**src/rtl/xlat_pkg.sv**
```systemverilog
package xlat_pkg;
  localparam int PATH_W      = 4;
  localparam int PATH_DIRECT = 0;
  localparam int PATH_WIN    = 1;
  localparam int PATH_BAD    = 2;
  localparam int PATH_LOOKUP = 3;
  localparam int PERM_W      = 3;
  localparam int EN_W        = 4;

  // Privilege level to window-enable mask: kernel -> bit 0, user -> bit 3
  function automatic logic [EN_W-1:0] priv_mask(input logic [1:0] lvl);
    logic [EN_W-1:0] m;
    m = '0;
    m[0] = (lvl == 2'd0);
    m[EN_W-1] = (lvl == 2'd3);
    return m;
  endfunction
endpackage

```
**src/rtl/xlat_win_cmp.sv**
```systemverilog
module xlat_win_cmp #(
  parameter int VA_W      = 64,
  parameter int VIRT_W    = 48,
  parameter int PA_W      = 48,
  parameter int CFG_W     = 64,
  parameter int A32_W     = 32,
  parameter int SEG64_LSB = 60,
  parameter int SEG32_LSB = 29,
  parameter int PSEG_LSB  = 25
) (
  input  logic [CFG_W-1:0]        cfg,
  input  logic [VA_W-1:0]         vaddr,
  input  logic                    mode64,
  input  logic [xlat_pkg::EN_W-1:0] pmask,
  output logic                    hit,
  output logic [PA_W-1:0]         paddr
);
  localparam int SEG64_W = VA_W - SEG64_LSB;
  localparam int SEG32_W = A32_W - SEG32_LSB;

  logic seg_eq64, seg_eq32, priv_ok;
  logic [A32_W-1:0] pa32;

  assign priv_ok  = |(cfg[xlat_pkg::EN_W-1:0] & pmask);
  assign seg_eq64 = cfg[CFG_W-1 -: SEG64_W] == vaddr[VA_W-1 -: SEG64_W];
  assign seg_eq32 = cfg[A32_W-1 -: SEG32_W] == vaddr[A32_W-1 -: SEG32_W];
  assign pa32     = {cfg[PSEG_LSB +: SEG32_W], vaddr[SEG32_LSB-1:0]};

  always_comb begin
    hit   = priv_ok && (mode64 ? seg_eq64 : seg_eq32);
    paddr = '0;
    if (mode64) paddr[VIRT_W-1:0] = vaddr[VIRT_W-1:0];
    else        paddr[A32_W-1:0]  = pa32;
  end
endmodule

```
**src/rtl/xlat_win_pick.sv**
```systemverilog
module xlat_win_pick #(
  parameter int NWIN  = 4,
  parameter int PA_W  = 48,
  localparam int IDX_W = (NWIN > 1) ? $clog2(NWIN) : 1
) (
  input  logic [NWIN-1:0]      hit_vec,
  input  logic [NWIN*PA_W-1:0] paddr_flat,
  output logic                 any,
  output logic [IDX_W-1:0]     idx,
  output logic [PA_W-1:0]      paddr
);
  always_comb begin
    any   = |hit_vec;
    idx   = '0;
    paddr = '0;
    // Walk downward so the lowest matching index is the last assignment
    for (int i = NWIN - 1; i >= 0; i--) begin
      if (hit_vec[i]) begin
        idx   = IDX_W'(i);
        paddr = paddr_flat[i*PA_W +: PA_W];
      end
    end
  end
endmodule

```
**src/rtl/xlat_mode_sel.sv**
```systemverilog
module xlat_mode_sel #(
  parameter int VA_W      = 64,
  parameter int VIRT_W    = 48,
  parameter int PA_W      = 48,
  parameter int NWIN      = 4,
  parameter int CFG_W     = 64,
  parameter int A32_W     = 32,
  parameter int SEG64_LSB = 60,
  parameter int SEG32_LSB = 29,
  parameter int PSEG_LSB  = 25,
  localparam int IDX_W    = (NWIN > 1) ? $clog2(NWIN) : 1
) (
  input  logic                   clk,
  input  logic                   rst,
  input  logic                   req_valid,
  input  logic [VA_W-1:0]        req_vaddr,
  input  logic                   mode64,
  input  logic                   direct_en,
  input  logic                   paging_en,
  input  logic [1:0]             priv,
  input  logic [NWIN*CFG_W-1:0]  win_cfg,
  output logic                   out_valid,
  output logic [3:0]             out_path,
  output logic [PA_W-1:0]        out_paddr,
  output logic [2:0]             out_perm,
  output logic [IDX_W-1:0]       out_win_idx
);
  import xlat_pkg::*;

  localparam int HI_W = VA_W - VIRT_W;

  logic [VA_W-1:0]      va_eff;
  logic [EN_W-1:0]      pmask;
  logic [NWIN-1:0]      hit_vec;
  logic [NWIN*PA_W-1:0] pa_flat;
  logic                 win_any;
  logic [IDX_W-1:0]     win_idx;
  logic [PA_W-1:0]      win_pa;
  logic                 direct, canon;
  logic [HI_W-1:0]      hi_bits;

  assign va_eff  = mode64 ? req_vaddr : {{(VA_W-A32_W){1'b0}}, req_vaddr[A32_W-1:0]};
  assign pmask   = priv_mask(priv);
  assign direct  = direct_en && !paging_en;
  assign hi_bits = va_eff[VA_W-1:VIRT_W];
  assign canon   = (&hi_bits) || !(|hi_bits);

  for (genvar g = 0; g < NWIN; g++) begin : g_win
    xlat_win_cmp #(
      .VA_W(VA_W), .VIRT_W(VIRT_W), .PA_W(PA_W), .CFG_W(CFG_W), .A32_W(A32_W),
      .SEG64_LSB(SEG64_LSB), .SEG32_LSB(SEG32_LSB), .PSEG_LSB(PSEG_LSB)
    ) u_cmp (
      .cfg   (win_cfg[g*CFG_W +: CFG_W]),
      .vaddr (va_eff),
      .mode64(mode64),
      .pmask (pmask),
      .hit   (hit_vec[g]),
      .paddr (pa_flat[g*PA_W +: PA_W])
    );
  end

  xlat_win_pick #(.NWIN(NWIN), .PA_W(PA_W)) u_pick (
    .hit_vec   (hit_vec),
    .paddr_flat(pa_flat),
    .any       (win_any),
    .idx       (win_idx),
    .paddr     (win_pa)
  );

  always_ff @(posedge clk) begin
    if (rst) begin
      out_valid   <= 1'b0;
      out_path    <= '0;
      out_paddr   <= '0;
      out_perm    <= '0;
      out_win_idx <= '0;
    end else begin
      out_valid   <= req_valid;
      out_path    <= '0;
      out_paddr   <= '0;
      out_perm    <= '0;
      out_win_idx <= '0;
      if (req_valid) begin
        if (direct) begin
          out_path[PATH_DIRECT] <= 1'b1;
          out_paddr             <= va_eff[PA_W-1:0];
          out_perm              <= '1;
        end else if (win_any) begin
          out_path[PATH_WIN] <= 1'b1;
          out_paddr          <= win_pa;
          out_perm           <= '1;
          out_win_idx        <= win_idx;
        end else if (!canon) begin
          out_path[PATH_BAD] <= 1'b1;
        end else begin
          out_path[PATH_LOOKUP] <= 1'b1;
        end
      end
    end
  end

  // result follows the request by one cycle
  a_r2_latency: assert property (@(posedge clk) disable iff (rst)
    req_valid |=> out_valid);
  // exactly one path bit per valid result
  a_r2_onehot: assert property (@(posedge clk) disable iff (rst)
    out_valid |-> $countones(out_path) == 1);
  // no path indication on idle cycles
  a_r2_idle: assert property (@(posedge clk) disable iff (rst)
    !out_valid |-> out_path == '0);
  // direct mode wins over everything else
  a_r3_direct_first: assert property (@(posedge clk) disable iff (rst)
    (req_valid && direct_en && !paging_en) |=> out_path[PATH_DIRECT]);
  // window match grants all permissions
  a_r8_win_perm: assert property (@(posedge clk) disable iff (rst)
    out_path[PATH_WIN] |-> out_perm == 3'b111);
  // bad address carries no address or permission
  a_r9_bad_zero: assert property (@(posedge clk) disable iff (rst)
    out_path[PATH_BAD] |-> (out_perm == '0 && out_paddr == '0));
  // privilege levels 1 and 2 never produce a window result
  a_r4_mid_priv: assert property (@(posedge clk) disable iff (rst)
    (req_valid && !direct && (priv == 2'd1 || priv == 2'd2)) |=> !out_path[PATH_WIN]);
endmodule

```
**config.mk**
```make
export PLATFORM = sky130hd
export DESIGN_NAME = xlat_mode_sel
export DESIGN_NICKNAME = d
export VERILOG_FILES = /design/src/rtl/xlat_pkg.sv /design/src/rtl/xlat_win_cmp.sv /design/src/rtl/xlat_win_pick.sv /design/src/rtl/xlat_mode_sel.sv
export SDC_FILE = /design/constraint.sdc
export NUM_CORES = 1
export LEC_CHECK = 0
export CORE_AREA = 2 2 148 150
export CTS_CLUSTER_SIZE = 30
export DETAILED_ROUTE_END_ITERATION = 12
export DIE_AREA = 0 0 150 152
export DONT_BUFFER_PORTS = 1
export SYNTH_ARGS = -nofsm -noshare
export SYNTH_HDL_FRONTEND = slang
export SYNTH_SLANG_ARGS = --single-unit
```
**constraint.sdc**
```tcl
create_clock -name clk -period 3.4 [get_ports clk]
set_input_delay 0.68 -clock clk [delete_from_list [all_inputs] [get_ports clk]]
set_output_delay 0.68 -clock clk [all_outputs]
set_load 0.01 [all_outputs]
```
==> flow_summary_export.csv, run 1 <==
group,metric,value,unit
floorplanning,start_util,12.0,%
clock_tree,cts_num_sinks,56,
synthesis,synthDistinctLibCells,43,
synthesis,synth.area.mux_share,1.22,%
route,drc,0,
setup_path,worst_ep_arrival_time,2.42,ns
global_route,grt_max_degree,50,
floorplanning,coreArea,21400,um^2
placed_design,dp_hpwl,6.63,mm
synthesis,syn_nets,613,
route,num_vias,2057,
route,drt-total-wl,8.34,mm
worst_hold_path,min_to,"out_paddr[8]",
synthesis,yosysSeqAreaShare,43.7,%
floorplanning,die_w,150,um
cells_and_area,layout-drive-gt1-share,12.6,%
global_route,antenna_found_initial,1,
cells_and_area,instances_no_fill,549,
timing,slew_violations,0,
timing,final_hold_viol_count,0,
clock_tree,htree_levels,2,
synthesis,synth_simple_gate_area_share,18.1,%
setup_path,crit_required,3.59,ns
clock_tree,clk_path_buf_depth,2,
clock_tree,clk_root_buffer_cell,"clkbuf_16",
timing,relSlewSlack,48.2,%
power,leakage,0.899,nW
clock_tree,cts_hold_buf,0,
setup_path,critPathMaxFanout,8,
job,maxCapViolCount,0,
timing,setup_viol,0,
power,pwr_density_cell,454,nW/um^2
timing,fin_tns_setup,0,ns
clock_tree,clk_pin_slew,0.07,ns
cells_and_area,area_delta_synth_final,15.9,%
placed_design,dp.cells,541,
synthesis,synth_top_area_cell,"dfxtp_1",
synthesis,syn-cell-area,2560,um^2
setup_path,start_kind,"primary input",
clock_tree,cts_resized,0,
worst_hold_path,hp-class,"in2reg",
synthesis,syn_inst,285,
route,via_per_inst,3.75,
setup_path,path_class,"in2reg",
synthesis,synth_compound_area_share,20.7,%
setup_path,startpoint,"priv[1]",
floorplanning,chipHeight,152,um
placed_design,gp_congestion,0.735,
setup_path,crit_path_end_kind,"flip-flop",
synthesis,synth_top_family_by_area,"compound AO/OA/AOI/OAI gates",
route,drtAntennaViolNets,0,
synthesis,ys.flop_type,"dfxtp_1",
timing,fmax,0.447,GHz
global_route,grt_usage,6.85,%
global_route,grt_pass1_wl,11.7,mm
synthesis,synthAdderAreaFrac,0,%
synthesis,syn_avg_cell_area,9.00,um^2
route,wl_per_cell,15.2,um
worst_hold_path,min-delay-start,"req_vaddr[8]",
synthesis,synth_top_cell_area_share,43.7,%
cells_and_area,nFillCells,2451,
floorplanning,dieArea,22800,um^2
route,dr.first_iter.drc_count,61,
global_route,grt-ovfl-total,0,
synthesis,synth.area.top_cells,"dfxtp_1 44%, a21oi_1 7.6%, nand2_1 5.1%",
worst_hold_path,hold_depth,2,
synthesis,yosysWarningCount,0,
floorplanning,pin_count,386,
synthesis,synth_xor_area_share,10.4,%
power,ir_drop,0.189,mV
timing,worst_pin_slew,0.766,ns
synthesis,synth_edf_count,0,
cells_and_area,fin_nets,596,
clock_tree,cts_tree,"yes",
timing,min_period,2.24,ns
status,status,"finished clean",
clock_tree,post_cts_buffers,0,
placed_design,port_buffers,0,
clock_tree,cts_buffers,5,
route,firstDrtPassIters,4,
floorplanning,row_count,54,
synthesis,synth-async-reset-ratio,0,%
global_route,grt_pass1_vias,2030,
timing,rsz0062_at_grt,"false",
cells_and_area,n_antenna_cell,0,
synthesis,ys_seq_elements,56,
timing,fin_crit_sh,65.8,%
## worst max-delay path by stage
stage | end | cells past startpoint
3_5_place_dp | out_paddr[30] | 5
3_3_place_gp | out_paddr[30] | 5
4_1_cts | out_paddr[30] | 5
6_report | out_paddr[29] | 5
2_1_floorplan | out_paddr[31] | 5
5_1_grt | out_paddr[30] | 5
## cell usage after synthesis (3+ instances only)
master / count
nand4_1: 3
a211oi_1: 4
clkbuf_1: 14
buf_4: 3
nand3_1: 22
xnor2_1: 14
o211ai_1: 6
buf_2: 10
a21oi_1: 39
nor2_1: 5
xor2_1: 11
inv_1: 3
and3_1: 5
dfxtp_1: 56
nor3_1: 4
xor2_2: 3
a21oi_2: 10
nand2_1: 35
nand2b_1: 3
nor4_1: 5
## cells in the final DEF, fill, tap and decap left out, drive strengths merged
master / count
a22o: 2
inv: 4
clkinv: 2
xor2: 14
or2: 1
nand4: 3
a21oi: 49
o32ai: 1
a211oi: 5
nor3b: 3
mux2i: 2
dfxtp: 56
and4: 1
nand3: 22
xnor2: 14
mux2: 1
o221ai: 1
o211ai: 6
a221o: 2
clkbuf: 5
or3b: 2
and3: 5
o311ai: 3
nor4: 6
o22ai: 1
nand2: 35
a41o: 1
o21ai: 2
a41oi: 1
nor3: 4
a2111oi: 1
a22oi: 2
buf: 4
nand2b: 3
nor2: 5
## area by class of cell
class | count | area, um^2 | share of cell area (%)
clock inverter | 3 | 22.5 | 0.758
sequential | 56 | 1120 | 37.7
multi-input combinational | 198 | 1300 | 43.7
clock buffer | 5 | 125 | 4.21
timing repair buffer | 4 | 42.5 | 1.43
tap | 280 | 350 | 11.8
inverter | 3 | 11.3 | 0.379
## layer usage
metal | global-route usage [%] | wire, um | vias up
met1 | 7.70 | 3250 | 946
met4 | 1.89 | 108 | 2
li1 | - | - | 964
met3 | 2.31 | 924 | 9
met5 | 0 | 13 | -
met2 | 12.2 | 4050 | 136
## where the power goes
group	internal [mW]	switching [mW]
Sequential	0.672	0.0158
Combinational	0.0554	0.0857
Clock	0.276	0.243
Total	1.00	0.345
## cells by family (layout without fill, tap and decap cells)
logic type      count (synthesis)  count (layout)
simple gates                   90              90
xor+xnor                       28              28
compound gates                 77              77
mux                             3               3
buf+inv                        31              15
flops                          56              56
## stage by stage
step | instance area, um^2 | power [mW] | hold WS [ns] | utilization [%] | worst slack (ns)
after floorplan | 2560 | 0.830 | 0.796 | - | 1.14
after global placement | 2820 | 0.847 | 0.798 | 13.2 | 0.877
after detailed placement | 2820 | 0.848 | 0.800 | 13.2 | 0.885
after CTS | 2970 | 1.38 | 0.482 | 13.9 | 1.19
after global routing | 2970 | 1.42 | 0.486 | 13.9 | 0.989
final | 2970 | 1.35 | 0.493 | 13.9 | 1.16
## flip-flops by register name, summed over array words and instances, names as in the netlist
register and cells:
out_valid 1, out_win_idx 2, out_paddr 48, out_path 4
out_perm 1
## critical path, cell delays in order
cell	delay (ns)
nor3b_1	0.32
nor2_1	0.09
o32ai_1	0.65
o211ai_1	0.30
o311ai_1	0.37
(Power assumes the default switching activity.)
==> inputs of run 2 (changes only) <==
Clock period 3.4 ns to 2.33 ns, I/O delays scaled along.
==> flow_summary_export.csv, run 2 (same netlist as run 1, synthesis figures left out) <==
group,metric,value,unit
placed_design,gp_congestion,0.734,
power,leakage,0.922,nW
route,wl_per_cell,15.2,um
setup_path,critPathSlowestCell,"or3b_4",
worst_hold_path,hp-class,"in2reg",
setup_path,crit_required,2.49,ns
clock_tree,cts_hold_buf,0,
timing,final_hold_viol_count,0,
floorplanning,pin_count,386,
power,ir_drop,0.241,mV
status,status,"finished clean",
placed_design,dp_hpwl,6.79,mm
cells_and_area,layout_common_cells,"56 x dfxtp_1, 39 x a21oi_1, 35 x nand2_1, 22 x nand3_1, 14 x xnor2_1",
cells_and_area,largest_reg_flops,48,
timing,min_period,1.90,ns
cells_and_area,seqCellArea,1120,um^2
clock_tree,cts_tree,"yes",
floorplanning,coreArea,21400,um^2
timing,slew_violations,0,
setup_path,cp_num_buf_inv,0,
clock_tree,clk_path_buf_depth,2,
cells_and_area,top_register,"out_paddr",
clock_tree,cts_num_sinks,56,
timing,relSlewSlack,67.8,%
setup_path,slowest_delay,0.42,ns
setup_path,critPathMaxFanout,8,
global_route,grt_usage,7.03,%
floorplanning,chipHeight,152,um
timing,worst_pin_slew,0.483,ns
route,drc,0,
setup_path,crit_path_end_kind,"flip-flop",
route,drt-total-wl,8.42,mm
global_route,antenna_found_initial,1,
clock_tree,clk_pin_slew,0.08,ns
cells_and_area,utilization,14.1,%
job,maxCapViolCount,0,
cells_and_area,nFillCells,2446,
timing,fin_crit_sh,81.4,%
cells_and_area,multi_input_area,1300,um^2
timing,setup_viol,0,
placed_design,dp.cells,547,
floorplanning,start_util,12.0,%
timing,fmax,0.527,GHz
timing,rsz0062_at_grt,"false",
setup_path,start_kind,"primary input",
setup_path,worst_ep_arrival_time,2.06,ns
setup_path,cp_cell_sequence,"or3b_4, a2111oi_4, mux2_1, o221ai_1, o211ai_1",
power,pwr_density_cell,653,nW/um^2
global_route,grt_max_degree,50,
clock_tree,clk_root_buffer_cell,"clkbuf_16",
route,dr.first_iter.drc_count,71,
cells_and_area,instances_no_fill,554,
cells_and_area,n_antenna_cell,0,
global_route,grt-ovfl-total,0,
clock_tree,cts_buffers,5,
floorplanning,die_w,150,um
setup_path,path_class,"in2reg",
clock_tree,post_cts_buffers,0,
route,firstDrtPassIters,4,
clock_tree,htree_levels,2,
cells_and_area,area_delta_synth_final,17.4,%
route,drtAntennaViolNets,0,
cells_and_area,fin_nets,602,
setup_path,cp_top_family,"compound AO/OA/AOI/OAI gates",
global_route,grt_pass1_vias,2023,
floorplanning,row_count,54,
cells_and_area,layout-drive-gt1-share,14.2,%
placed_design,port_buffers,0,
timing,fin_tns_setup,0,ns
cells_and_area,largestRegisters,"out_paddr: 48 flops, out_path: 4 flops, out_win_idx: 2 flops",
cells_and_area,mostFrequentLayoutCell,"dfxtp_1",
route,num_vias,2059,
global_route,grt_pass1_wl,12.0,mm
route,via_per_inst,3.72,
clock_tree,cts_resized,0,
floorplanning,dieArea,22800,um^2
run 2: cell count changes in the layout (fill, tap and decap cells not counted):
cell        previous run  this run
buf_4                  3         9
clkinv_2               1         0
clkinv_4               1         0
clkinvlp_4             0         1
run 2: final cells by class:
cell class	count	share of cell area, %
multi-input cells	198	43.1
flip-flops and latches	56	37.3
well taps	280	11.6
clock buffers	5	4.16
repair buffers	10	2.91
clock inverters	2	0.541
inverters	3	0.374
run 2: routing by layer:
| metal | GRT usage (%) | vias up | wire length (um) |
|---|---|---|---|
| met2 | 12.2 | 134 | 4040 |
| met1 | 8.38 | 934 | 3420 |
| li1 | - | 976 | - |
| met5 | 0 | - | 13 |
| met3 | 2.10 | 13 | 829 |
| met4 | 1.80 | 2 | 110 |
run 2: metrics by stage:
stage	cell area, um^2	setup slack, ns	hold WS [ns]	total power [mW]
2_1_floorplan	2560	0.289	0.582	1.21
3_3_place_gp	2870	0.123	0.585	1.24
3_5_place_dp	2870	0.118	0.586	1.24
4_1_cts	3010	0.440	0.269	2.00
5_1_grt	3010	0.350	0.273	2.06
6_report	3010	0.434	0.276	1.96
run 2: worst paths after layout:
path                          from             to  slack [ns]  cells past startpoint
worst min-delay path  req_vaddr[9]   out_paddr[9]        0.28                      2
worst max-delay path       priv[1]  out_paddr[31]        0.43                      5
run 2: where the power goes:
group	total, mW	internal [mW]	switching [mW]
registers	1.00	0.981	0.0233
logic	0.210	0.0856	0.125
clock network	0.749	0.397	0.352
